[src/rtl/pps_pkg.sv]
package pps_pkg;

    typedef enum logic [1:0] {
        PH_IDLE = 2'd0,
        PH_WAKE = 2'd1,
        PH_ACQ  = 2'd2,
        PH_READ = 2'd3
    } pps_phase_e;

    localparam int NUM_DOM = 3;
    localparam int DOM_ANA = 0;
    localparam int DOM_DAC = 1;
    localparam int DOM_DIG = 2;

endpackage

[src/rtl/pps_wake_calc.sv]
module pps_wake_calc
    import pps_pkg::*;
#(
    parameter int CNT_W      = 26,
    parameter int ANA_SETTLE = 1600,
    parameter int DAC_SETTLE = 5000
) (
    input  logic [CNT_W-1:0]   cfg_wake,
    input  logic [NUM_DOM-1:0] keep_on,
    output logic [CNT_W-1:0]   wake_eff
);

    localparam logic [CNT_W-1:0] ANA_C = CNT_W'(ANA_SETTLE);
    localparam logic [CNT_W-1:0] DAC_C = CNT_W'(DAC_SETTLE);

    logic [CNT_W-1:0] ana_need;
    logic [CNT_W-1:0] dac_need;
    logic [CNT_W-1:0] dom_need;

    // a domain kept permanently on needs no settling time inside the cycle
    always_comb begin
        ana_need = keep_on[DOM_ANA] ? '0 : ANA_C;
        dac_need = keep_on[DOM_DAC] ? '0 : DAC_C;
        dom_need = (ana_need > dac_need) ? ana_need : dac_need;
        wake_eff = (cfg_wake > dom_need) ? cfg_wake : dom_need;
    end

endmodule

[src/rtl/pps_dom_gate.sv]
module pps_dom_gate #(
    parameter bit ON_IN_READ = 1'b0
) (
    input  logic rst,
    input  logic keep_on,
    input  logic pulse_on,
    input  logic read_on,
    output logic en
);

    always_comb begin
        en = !rst && (keep_on || pulse_on || (ON_IN_READ && read_on));
    end

endmodule

[src/rtl/pps_trig_gate.sv]
module pps_trig_gate #(
    parameter int TCNT_W = 8
) (
    input  logic              clk,
    input  logic              rst,
    input  logic              trig_in,
    input  logic              window,
    input  logic              clear,
    output logic              accept,
    output logic              trig_out,
    output logic [TCNT_W-1:0] count
);

    logic trig_d;

    always_comb begin
        accept = window && trig_in && !trig_d;
    end

    always_ff @(posedge clk) begin
        if (rst) begin
            trig_d   <= 1'b0;
            trig_out <= 1'b0;
            count    <= '0;
        end else begin
            trig_d   <= trig_in;
            trig_out <= accept;
            if (clear) begin
                count <= '0;
            end else if (accept && !(&count)) begin
                count <= count + 1'b1;
            end
        end
    end

endmodule

[src/rtl/pwr_pulse_seq.sv]
module pwr_pulse_seq
    import pps_pkg::*;
#(
    parameter int CNT_W      = 26,
    parameter int TCNT_W     = 8,
    parameter int ANA_SETTLE = 1600,
    parameter int DAC_SETTLE = 5000
) (
    input  logic               clk,
    input  logic               rst,
    input  logic [CNT_W-1:0]   cfg_period,
    input  logic [CNT_W-1:0]   cfg_on_time,
    input  logic [CNT_W-1:0]   cfg_wake,
    input  logic [2:0]         cfg_keep_on,
    input  logic               trig_in,
    input  logic               readout_done,
    output logic [2:0]         pwr_en,
    output logic               acq_en,
    output logic               veto,
    output logic               trig_out,
    output logic [TCNT_W-1:0]  trig_count,
    output logic [1:0]         phase
);

    localparam int EW = CNT_W + 1;

    pps_phase_e       state;
    pps_phase_e       state_n;
    logic [CNT_W-1:0] tmr;
    logic [CNT_W-1:0] on_q;
    logic [CNT_W-1:0] wake_q;
    logic [CNT_W-1:0] wake_eff;
    logic [EW-1:0]    tmr_nx;
    logic             idle_done;
    logic             wake_done;
    logic             on_done;
    logic             start_cyc;
    logic             accept;
    logic             have_trig;
    logic             pulse_on;
    logic             read_on;

    pps_wake_calc #(
        .CNT_W      (CNT_W),
        .ANA_SETTLE (ANA_SETTLE),
        .DAC_SETTLE (DAC_SETTLE)
    ) u_wake (
        .cfg_wake (cfg_wake),
        .keep_on  (cfg_keep_on),
        .wake_eff (wake_eff)
    );

    // timer runs from the first WAKE cycle; a count of N ends on value N-1
    always_comb begin
        tmr_nx    = {1'b0, tmr} + EW'(1);
        idle_done = tmr_nx >= {1'b0, cfg_period};
        wake_done = tmr_nx >= {1'b0, wake_q};
        on_done   = tmr_nx >= {1'b0, on_q};
        start_cyc = (state == PH_IDLE) && idle_done;
        have_trig = (trig_count != '0) || accept;
    end

    // next-state selection
    always_comb begin
        state_n = state;
        unique case (state)
            PH_IDLE: if (idle_done)    state_n = PH_WAKE;
            PH_WAKE: if (wake_done)    state_n = PH_ACQ;
            PH_ACQ:  if (on_done)      state_n = have_trig ? PH_READ : PH_IDLE;
            PH_READ: if (readout_done) state_n = PH_IDLE;
            default:                   state_n = PH_IDLE;
        endcase
    end

    // state register, cycle timer and idle-time sampling of the settings
    always_ff @(posedge clk) begin
        if (rst) begin
            state  <= PH_IDLE;
            tmr    <= '0;
            on_q   <= '0;
            wake_q <= '0;
        end else begin
            state <= state_n;
            if (start_cyc) begin
                tmr <= '0;
            end else if (!(&tmr)) begin
                tmr <= tmr + 1'b1;
            end
            if (state == PH_IDLE) begin
                on_q   <= cfg_on_time;
                wake_q <= wake_eff;
            end
        end
    end

    // outputs decoded from the phase
    always_comb begin
        pulse_on = !rst && ((state == PH_WAKE) || (state == PH_ACQ));
        read_on  = !rst && (state == PH_READ);
        acq_en   = !rst && (state == PH_ACQ);
        veto     = !acq_en;
        phase    = state;
    end

    for (genvar d = 0; d < NUM_DOM; d++) begin : g_dom
        pps_dom_gate #(
            .ON_IN_READ (d == DOM_DIG)
        ) u_gate (
            .rst      (rst),
            .keep_on  (cfg_keep_on[d]),
            .pulse_on (pulse_on),
            .read_on  (read_on),
            .en       (pwr_en[d])
        );
    end

    pps_trig_gate #(
        .TCNT_W (TCNT_W)
    ) u_trig (
        .clk      (clk),
        .rst      (rst),
        .trig_in  (trig_in),
        .window   (acq_en),
        .clear    (start_cyc),
        .accept   (accept),
        .trig_out (trig_out),
        .count    (trig_count)
    );

endmodule

[config.mk]
export PLATFORM = sky130hd
export DESIGN_NAME = pwr_pulse_seq
export DESIGN_NICKNAME = d
export VERILOG_FILES = /design/src/rtl/pps_pkg.sv /design/src/rtl/pps_wake_calc.sv /design/src/rtl/pps_dom_gate.sv /design/src/rtl/pps_trig_gate.sv /design/src/rtl/pwr_pulse_seq.sv
export SDC_FILE = /design/constraint.sdc
export NUM_CORES = 1
export LEC_CHECK = 0
export BUFFER_PORTS_ARGS = -buffer_cell sky130_fd_sc_hd__buf_4
export CAP_MARGIN = 20
export CORE_ASPECT_RATIO = 0.7
export CORE_MARGIN = 1.5
export CORE_UTILIZATION = 50
export DETAILED_ROUTE_END_ITERATION = 16
export GPL_TIMING_DRIVEN = 1
export MAX_ROUTING_LAYER = met4
export PLACE_DENSITY = 0.72
export SLEW_MARGIN = 20
export SYNTH_ARGS = -nofsm -noshare
export SYNTH_HDL_FRONTEND = slang
export SYNTH_SLANG_ARGS = --single-unit
[constraint.sdc]
create_clock -name clk -period 4.2 [get_ports clk]
set_input_delay 0.84 -clock clk [delete_from_list [all_inputs] [get_ports clk]]
set_output_delay 0.84 -clock clk [all_outputs]
set_load 0.01 [all_outputs]
Word-level counts from Yosys, hierarchy flattened:

Index checks and enable logic that the tools add are counted.

* register bits: 90
* bits in latches: 0
* memory bits (writable): 0
* memory bits (read-only): 0
* output and inout port bits: 16
* memories: 0

* add/subtract/negate cells: 3
* multipliers: 0
* div/mod/pow operators: 0
* magnitude comparators: 5
* equality and inequality tests: 7
* shift operators: 0
* multiplexer cells: 10
* bitwise operators: 0
* reductions and logical operators: 26

Operator list (number)
* >= comparator 27 x 26 -> 1 bit: 3
* > comparator 26 bit: 2
* two-way mux 26 bit: 2
* adder 26 x 1 -> 27 bit (second input constant): 1
* adder 26 x 1 -> 26 bit (second input constant): 1
* AND reduction 26 bit: 1
* two-way mux 13 bit: 1
* two-way mux 11 bit: 1
* logical AND 1 bit: 10
* two-way mux 2 bit: 5
* adder 8 x 1 -> 8 bit (second input constant): 1
* inequality test 2 bit (second input constant): 4
* case mux 2 bit (4 select lines): 1
* AND reduction 8 bit: 1
* nonzero test 8 bit: 1
* logical OR 1 bit: 6
* == test 2 bit (second input constant): 2
* zero test 1 bit: 4
* AND reduction 4 bit: 1
* == test 2 x 1 -> 1 bit (second input constant): 1
* zero test 2 bit: 1
* OR reduction 2 bit: 1

Longest topological paths before layout:

Gate-level depths: netlist of run 1.

* depth after elaboration: 8
* depth in mapped cells: 18

By module:

Synthesis of run 1 repeated with hierarchy kept, for this count alone.

* cell total of the unflattened synthesis: 747
* area total of the unflattened synthesis: 6263.5 um^2

Modules (own cells, without submodules)
* pwr_pulse_seq: times used 1, cells each 630, area an instance 5257.5 um^2
* pps_trig_gate: times used 1, cells each 51, area an instance 493.0 um^2
* pps_wake_calc: times used 1, cells each 62, area an instance 484.2 um^2
* pps_dom_gate at g_dom[0].u_gate ...: times used 2, cells each 1, area an instance 10.0 um^2
* pps_dom_gate at g_dom[2].u_gate: times used 1, cells each 2, area an instance 8.8 um^2

Worst setup path before layout of run 1:

OpenSTA, ideal clock, no wires.

* path kind: flip-flop to flip-flop
* from: register tmr[0]
* to: register state[0] (netlist: phase[0])
* setup time: 0.086 ns
* arrival: 3.646 ns
* path slack: 0.467 ns
* stages on the path, launching flop included: 16
* path buffers: 0
* clock period less this slack: 3.733 ns
* path through: dfxtp_1 nand4_1 or3_1 nor4_1 nor2b_1 and4_1 xnor2_1 inv_1 ha_1 nand3_1 nor2_1 nand4_1 and4_4 and3_1 or4_4 a221oi_2

* word-level cells in the longest chain between the ends: 4
* elaborated cells between the ends (all ways): 8
* those cells by class: 1 x add/sub; 3 x order compare; 3 x eq/ne; 1 x reduce/logical

RTL lines
* from (decl): RTL line pwr_pulse_seq.sv:29 `logic [CNT_W-1:0] tmr;`
* from (signal assigned): RTL line pwr_pulse_seq.sv:87 `tmr <= tmr + 1'b1;`
* adder 26 x 1 -> 27 bit (*): RTL line pwr_pulse_seq.sv:55 `tmr_nx = {1'b0, tmr} + EW'(1);`
* named net tmr_nx[25]: RTL line pwr_pulse_seq.sv:33 `logic [EW-1:0] tmr_nx;`
* >= comparator 27 x 26 -> 1 bit (on tied branches): RTL line pwr_pulse_seq.sv:58, pwr_pulse_seq.sv:56, pwr_pulse_seq.sv:57
* inequality test 2 bit (no line)
* AND reduction 4 bit (no line) (*)
* to (signal assigned): RTL line pwr_pulse_seq.sv:83 `state <= state_n;`
* to (decl): RTL line pwr_pulse_seq.sv:27 `pps_phase_e state;`

The timed path passes the listed nets; every way through them passes the cells marked *.
A chain may end at the register's enable or synchronous reset.

Worst setup path in the final report of run 1:

* from: register tmr[1]
* to: register state[0] (netlist: phase[0])

The elaborated chain is that of the path after synthesis.

==> results.toml, run 1 <==
[run_status]
outcome = "finished, final reports clean"

[synth]
yosys.area.top_type = "dfxtp_1"
ys.flop_type = "dfxtp_1"
synth_top_area_share_pct = 29.9
synth_nets = 907
synth-edff-count = 0
synth_cell_types = 51
yosysWarnings = 0
syn_avg_cell_area_um2 = 8.25
synth_area_um2 = 6030
async_reset_ff_share_pct = 0
syn_inst = 730
ys_ff_latch = 90
ys_top_cells_by_area = "dfxtp_1 30%, ha_1 19%, mux2i_1 7.6%, inv_1 7.2%, nor2_1 5.2%"
synth-seq-area-share_pct = 29.9

[cells_and_area]
multi_input_area_um2 = 3720
syn_to_final_growth_pct = 20.8
diodes = 0
fin_nets = 1000
final_cell_mix = "116 x inv_1, 106 x buf_4, 91 x ha_1"
final_common_cell = "inv_1"
fillers = 1034
drive_gt1_share_pct = 17.4
regArea_um2 = 1810

[clock_tree]
cts_tree = "done"
cts.clk_slew.worst_paths_ns = 0.07
root_buffer = "clkbuf_16"
clock-sinks = 90
htree_levels = 3
cts_hold_buf = 0
clkLatencyLatePin_ns = 0.35
clock_path_buffers = 2
cts_buffers = 9

[global_routing]
grtUsageTotal_pct = 26.5
grt_use_met3_pct = 4.13
grt_pass1_vias = 5181
globalRoute.busiestLayer = "met2"
met2_usage_pct = 40.0
antenna_found_initial = 0
grt_max_degree = 39
overflow = 0
grt_util_met1_pct = 37.1
grt_pass1_wl_um = 25500

[timing]
finalClockSkew_ns = 0.00823
relSlewSlack_pct = 51.8
slew_violations = 0
min_period_ns = 4.03
setup_tns_ns = 0
layout_setup_ws_ns = 0.172
rsz0062_at_grt = "no"
finalSetupViolCount = 0
hold_viol = 0
fin_crit_sh_pct = 95.9
tightestPinTransition_ns = 0.723
fmax_mhz = 248

[worst_hold_path]
holdPathEnd = "wake_q[1]"
hold_path.class = "reg -> reg"
hold_path_startpoint = "wake_q[1]"
whs_path_depth = 2

[drt]
ant_nets = 0
route.detailed.drc = 0
drt_pass1_iterations = 5
vias = 5464
first_iter_violations = 321
drt-total-wl_um = 16000
via_per_inst = 5.55
wl_per_cell_um = 16.2

[critical_path]
r2r_start = "tmr[1]"
worstRegToRegCells = 12
cp-startpoint = "tmr[1]"
required_ns = 4.46
worst-path-buf-inv = 1
critPathSlowestCell = "o32ai_1"
r2r-end = "phase[0]"
critical-path-top-delay-family = "simple AND/OR/NAND/NOR gates"
r2r_slack_ns = 0.17
critical_path_class = "reg -> reg"
path_max_fanout = 4
max_stage_delay_ns = 0.67
path_cells = "ha_1 -> nand3_2 -> or4_4 -> xor2_1 -> inv_1 -> ha_1 -> nand4_1 -> o32ai_1 -> o311a_1 -> a211oi_1 -> or4_4 -> a221oi_2"
endpoint_kind = "register"
worstPathArrival_ns = 4.28
cp-start-kind = "register"

[die]
die_area_um2 = 12700
rows = 33
start_util_pct = 51.4
die_h_um = 94.9
coreArea_um2 = 11700
die_w_um = 134
pin_count = 101

[placed_design]
portBuffers = 100
gp_congestion = 0.921
hpwl_um = 12700
pre_cts_ws_ns = 0.0804

[pwr]
power.density_nw_per_um2 = 358
power.total_mw = 2.60
irDropWorstVdd_mv = 0.302
power_leakage_nw = 3.90

[flow_run]
drv_cap = 0
[routing by layer]
| layer | wire [um] | up-vias |
|---|---|---|
| li1 | - | 2689 |
| met1 | 8070 | 2583 |
| met2 | 6720 | 178 |
| met3 | 982 | 14 |
| met4 | 223 | 0 |
| met5 | 0 | - |
[state kept, by name, summed over array words and instances (netlist names)]
| signal | cells |
|---|---|
| phase | 2 |
| tmr | 26 |
| on_q | 26 |
| u_trig.trig_d | 1 |
| u_trig.trig_out | 1 |
| wake_q | 26 |
| u_trig.count | 8 |
[synth_stat cells (all sizes together) (3+ instances only)]
cell type,n
a21o,10
and4,3
mux2i,46
nand2,27
nand3,25
ha,92
nor2b,4
dfxtp,90
buf,9
inv,116
o21ai,8
nor4,5
nor2,84
xor2,12
clkbuf,16
xnor2,20
o211ai,5
nor3,13
nand2b,10
a21oi,54
o21a,6
nand4,21
and3,8
a211oi,14
or4,4
[worst min-delay path, stage by stage, from the launching register on]
cell and delay [ns]:
dfxtp_1 0.31, nand2b_1 0.06, a21oi_1 0.05
[area by class of cell]
cell class	count	share of cell area (%)
clock buffers	9	3.09
clock inverters	7	1.03
well taps	157	2.70
flip-flops and latches	90	24.8
repair buffers	107	11.2
inverters	116	5.98
multi-input cells	499	51.2
[worst max path at each step]
| stage | to | slack [ns] | cells past startpoint |
|---|---|---|---|
| 6_report | phase[0] | 0.17 | 12 |
| 5_1_grt | phase[0] | 0.02 | 16 |
| 4_1_cts | phase[0] | 0.06 | 15 |
| 3_5_place_dp | phase[0] | 0.08 | 15 |
| 3_3_place_gp | phase[0] | 0.24 | 16 |
| 2_1_floorplan | phase[0] | 0.47 | 15 |
[logic make-up after synthesis]
family / share of synthesized area [%]
buf+inv: 9.09
xor+xnor: 4.65
flops: 29.9
mux: 7.64
fa+ha+maj: 19.1
compound gates: 11.9
simple gates: 17.7
[per-stage QoR]
step                      cell area, um2  cells  hold slack (ns)  util, %
after floorplan                     6030    730            0.446        -
after global placement              6930    969            0.459     59.1
after detailed placement            6930    969            0.463     59.1
after CTS                           7230    985            0.474     61.7
after global routing                7280    985            0.508     62.1
final                               7280    985            0.473     62.1
[what timing repair did]
item                                    in CTS  in global routing
pin swaps                                    0                  1
resized for setup                            1                 12
buffers inserted                             0                  0
endpoints found under the setup margin       1                  2
cloned                                       0                  0
[power by group]
part | total, mW | internal (mW) | switching (mW)
sequential | 1.00 | 0.947 | 0.0563
combinational | 0.766 | 0.346 | 0.420
clock | 0.834 | 0.467 | 0.367
Note: power is estimated with default switching activity, not from simulation.
==> run 2, diff against run 1 <==
- CELL_PAD_IN_SITES_DETAIL_PLACEMENT: unset -> 1
- CELL_PAD_IN_SITES_GLOBAL_PLACEMENT: unset -> 1
- CORE_UTILIZATION: 50 -> 44
- CTS_BUF_LIST: unset -> sky130_fd_sc_hd__clkbuf_4
- PLACE_DENSITY: 0.72 -> unset
- PLACE_DENSITY_LB_ADDON: unset -> 0.1
==> run 2 against run 1 <==
Register-to-register slack improved by 0.05 ns. Final cell count up 2.7%. Clock skew grew 0.0073 ns. Maximum frequency grew 1.3%. Clock-buffer cell count stayed put. Total power down 6.9%.
==> results.toml, run 2 (same netlist as run 1, synthesis figures left out) <==
[run_status]
outcome = "finished, final reports clean"

[worst_hold_path]
hold_path.class = "reg -> reg"

[cells_and_area]
syn_to_final_growth_pct = 19.6
final_common_cell = "inv_1"
reg_top3 = "on_q x26, tmr x26, wake_q x26"
final_cells = 1012
diodes = 0
finish.instance_area_um2 = 7210
final_cell_mix = "116 x inv_1, 105 x buf_4, 91 x ha_1"
fin_nets = 999
drive_gt1_share_pct = 17.2
fillers = 1622

[drt]
via_per_inst = 5.32
first_iter_violations = 190
route.detailed.drc = 0
wl_per_cell_um = 17.5
drt_pass1_iterations = 4
ant_nets = 0
drt-total-wl_um = 17700
vias = 5379

[timing]
tightestPinTransition_ns = 0.732
finalClockSkew_ns = 0.0155
fmax_mhz = 251
finalSetupViolCount = 0
min_period_ns = 3.98
hold_viol = 0
setup_tns_ns = 0
relSlewSlack_pct = 50.9
slew_violations = 0
layout_setup_ws_ns = 0.222
fin_crit_sh_pct = 94.7
rsz0062_at_grt = "no"
hold_ws_ns = 0.489

[global_routing]
grt_pass1_wl_um = 28800
grt_pass1_vias = 5775
met2_usage_pct = 42.1
grtUsageTotal_pct = 26.4
globalRoute.busiestLayer = "met2"
grt_use_met3_pct = 4.66
overflow = 0
antenna_found_initial = 0
grt_util_met1_pct = 34.9
grt_max_degree = 43

[die]
die_h_um = 101
pin_count = 101
die_w_um = 143
coreArea_um2 = 13300
start_util_pct = 45.4
die_area_um2 = 14400
rows = 35

[pwr]
irDropWorstVdd_mv = 0.202
power.density_nw_per_um2 = 336
power_leakage_nw = 3.84

[critical_path]
worstPathArrival_ns = 4.36
critical_path_class = "reg -> reg"
cp-start-kind = "register"
path_max_fanout = 4
endpoint_kind = "register"
required_ns = 4.58

[clock_tree]
cts_hold_buf = 0
clkLatencyLatePin_ns = 0.45
cts_buffers = 9
clock_path_buffers = 2
cts_tree = "done"
cts.clk_slew.worst_paths_ns = 0.16
clock-sinks = 90
htree_levels = 3
root_buffer = "clkbuf_4"

[placed_design]
hpwl_um = 14300
gp_congestion = 0.931
dpl_cell_area_um2 = 6960
pre_cts_ws_ns = 0.0283
portBuffers = 100
dp.cells = 996

[flow_run]
drv_cap = 0
run 2: worst max-delay path, stage by stage, from the launching register on:
cell	delay, ns
dfxtp_1	0.42
nand4_1	0.18
or3_4	0.43
nor4_2	0.28
nor2b_4	0.24
and3_1	0.19
xnor2_1	0.15
inv_1	0.15
ha_1	0.33
nand4_1	0.10
nor2_1	0.22
nand4_1	0.12
and4_4	0.20
and3_1	0.17
or4_4	0.44
a221oi_2	0.29
run 2: path summary, 6_finish.rpt:
check,from,to,slack (ns),cells after the start
max,tmr[3],phase[0],0.22,15
min,wake_q[4],wake_q[4],0.49,2
max reg2reg,tmr[3],phase[0],0.22,15
min reg2reg,wake_q[4],wake_q[4],0.49,2
run 2: where the power goes:
group | total (mW) | internal [mW] | switching [mW] | leakage (nW)
Combinational | 0.780 | 0.355 | 0.425 | 3.00
Clock | 0.639 | 0.308 | 0.331 | 0.0975
Sequential | 1.00 | 0.948 | 0.0570 | 0.741
run 2: layout make-up:
cell class | instances | area (um2) | share of cell area, %
clock buffer | 9 | 67.6 | 0.938
clock inverter | 7 | 124 | 1.72
inverter | 116 | 435 | 6.04
multi-input combinational | 499 | 3730 | 51.8
sequential | 90 | 1810 | 25.1
tap | 185 | 231 | 3.21
timing repair buffer | 106 | 808 | 11.2
run 2: layer usage:
metal | wire (um) | part of all wire, %
met5 | 0 | 0
met4 | 227 | 1.3
met3 | 915 | 5.2
met2 | 7970 | 45
met1 | 8600 | 49
run 2: timing repair:
| item | 4_1_cts | 5_1_grt |
|---|---|---|
| setup buffers | 0 | 0 |
| resized for setup | 1 | 12 |
| pin swaps | 0 | 1 |
| setup endpoints to repair | 1 | 2 |
| hold endpoints to repair | 0 | 0 |
| gates cloned | 0 | 0 |
run 2: metrics by stage:
step,power [mW],utilization [%]
after floorplan,1.54,-
after global placement,1.74,52.4
after detailed placement,1.79,52.4
after CTS,2.43,53.9
after global routing,2.57,54.3
final,2.42,54.3
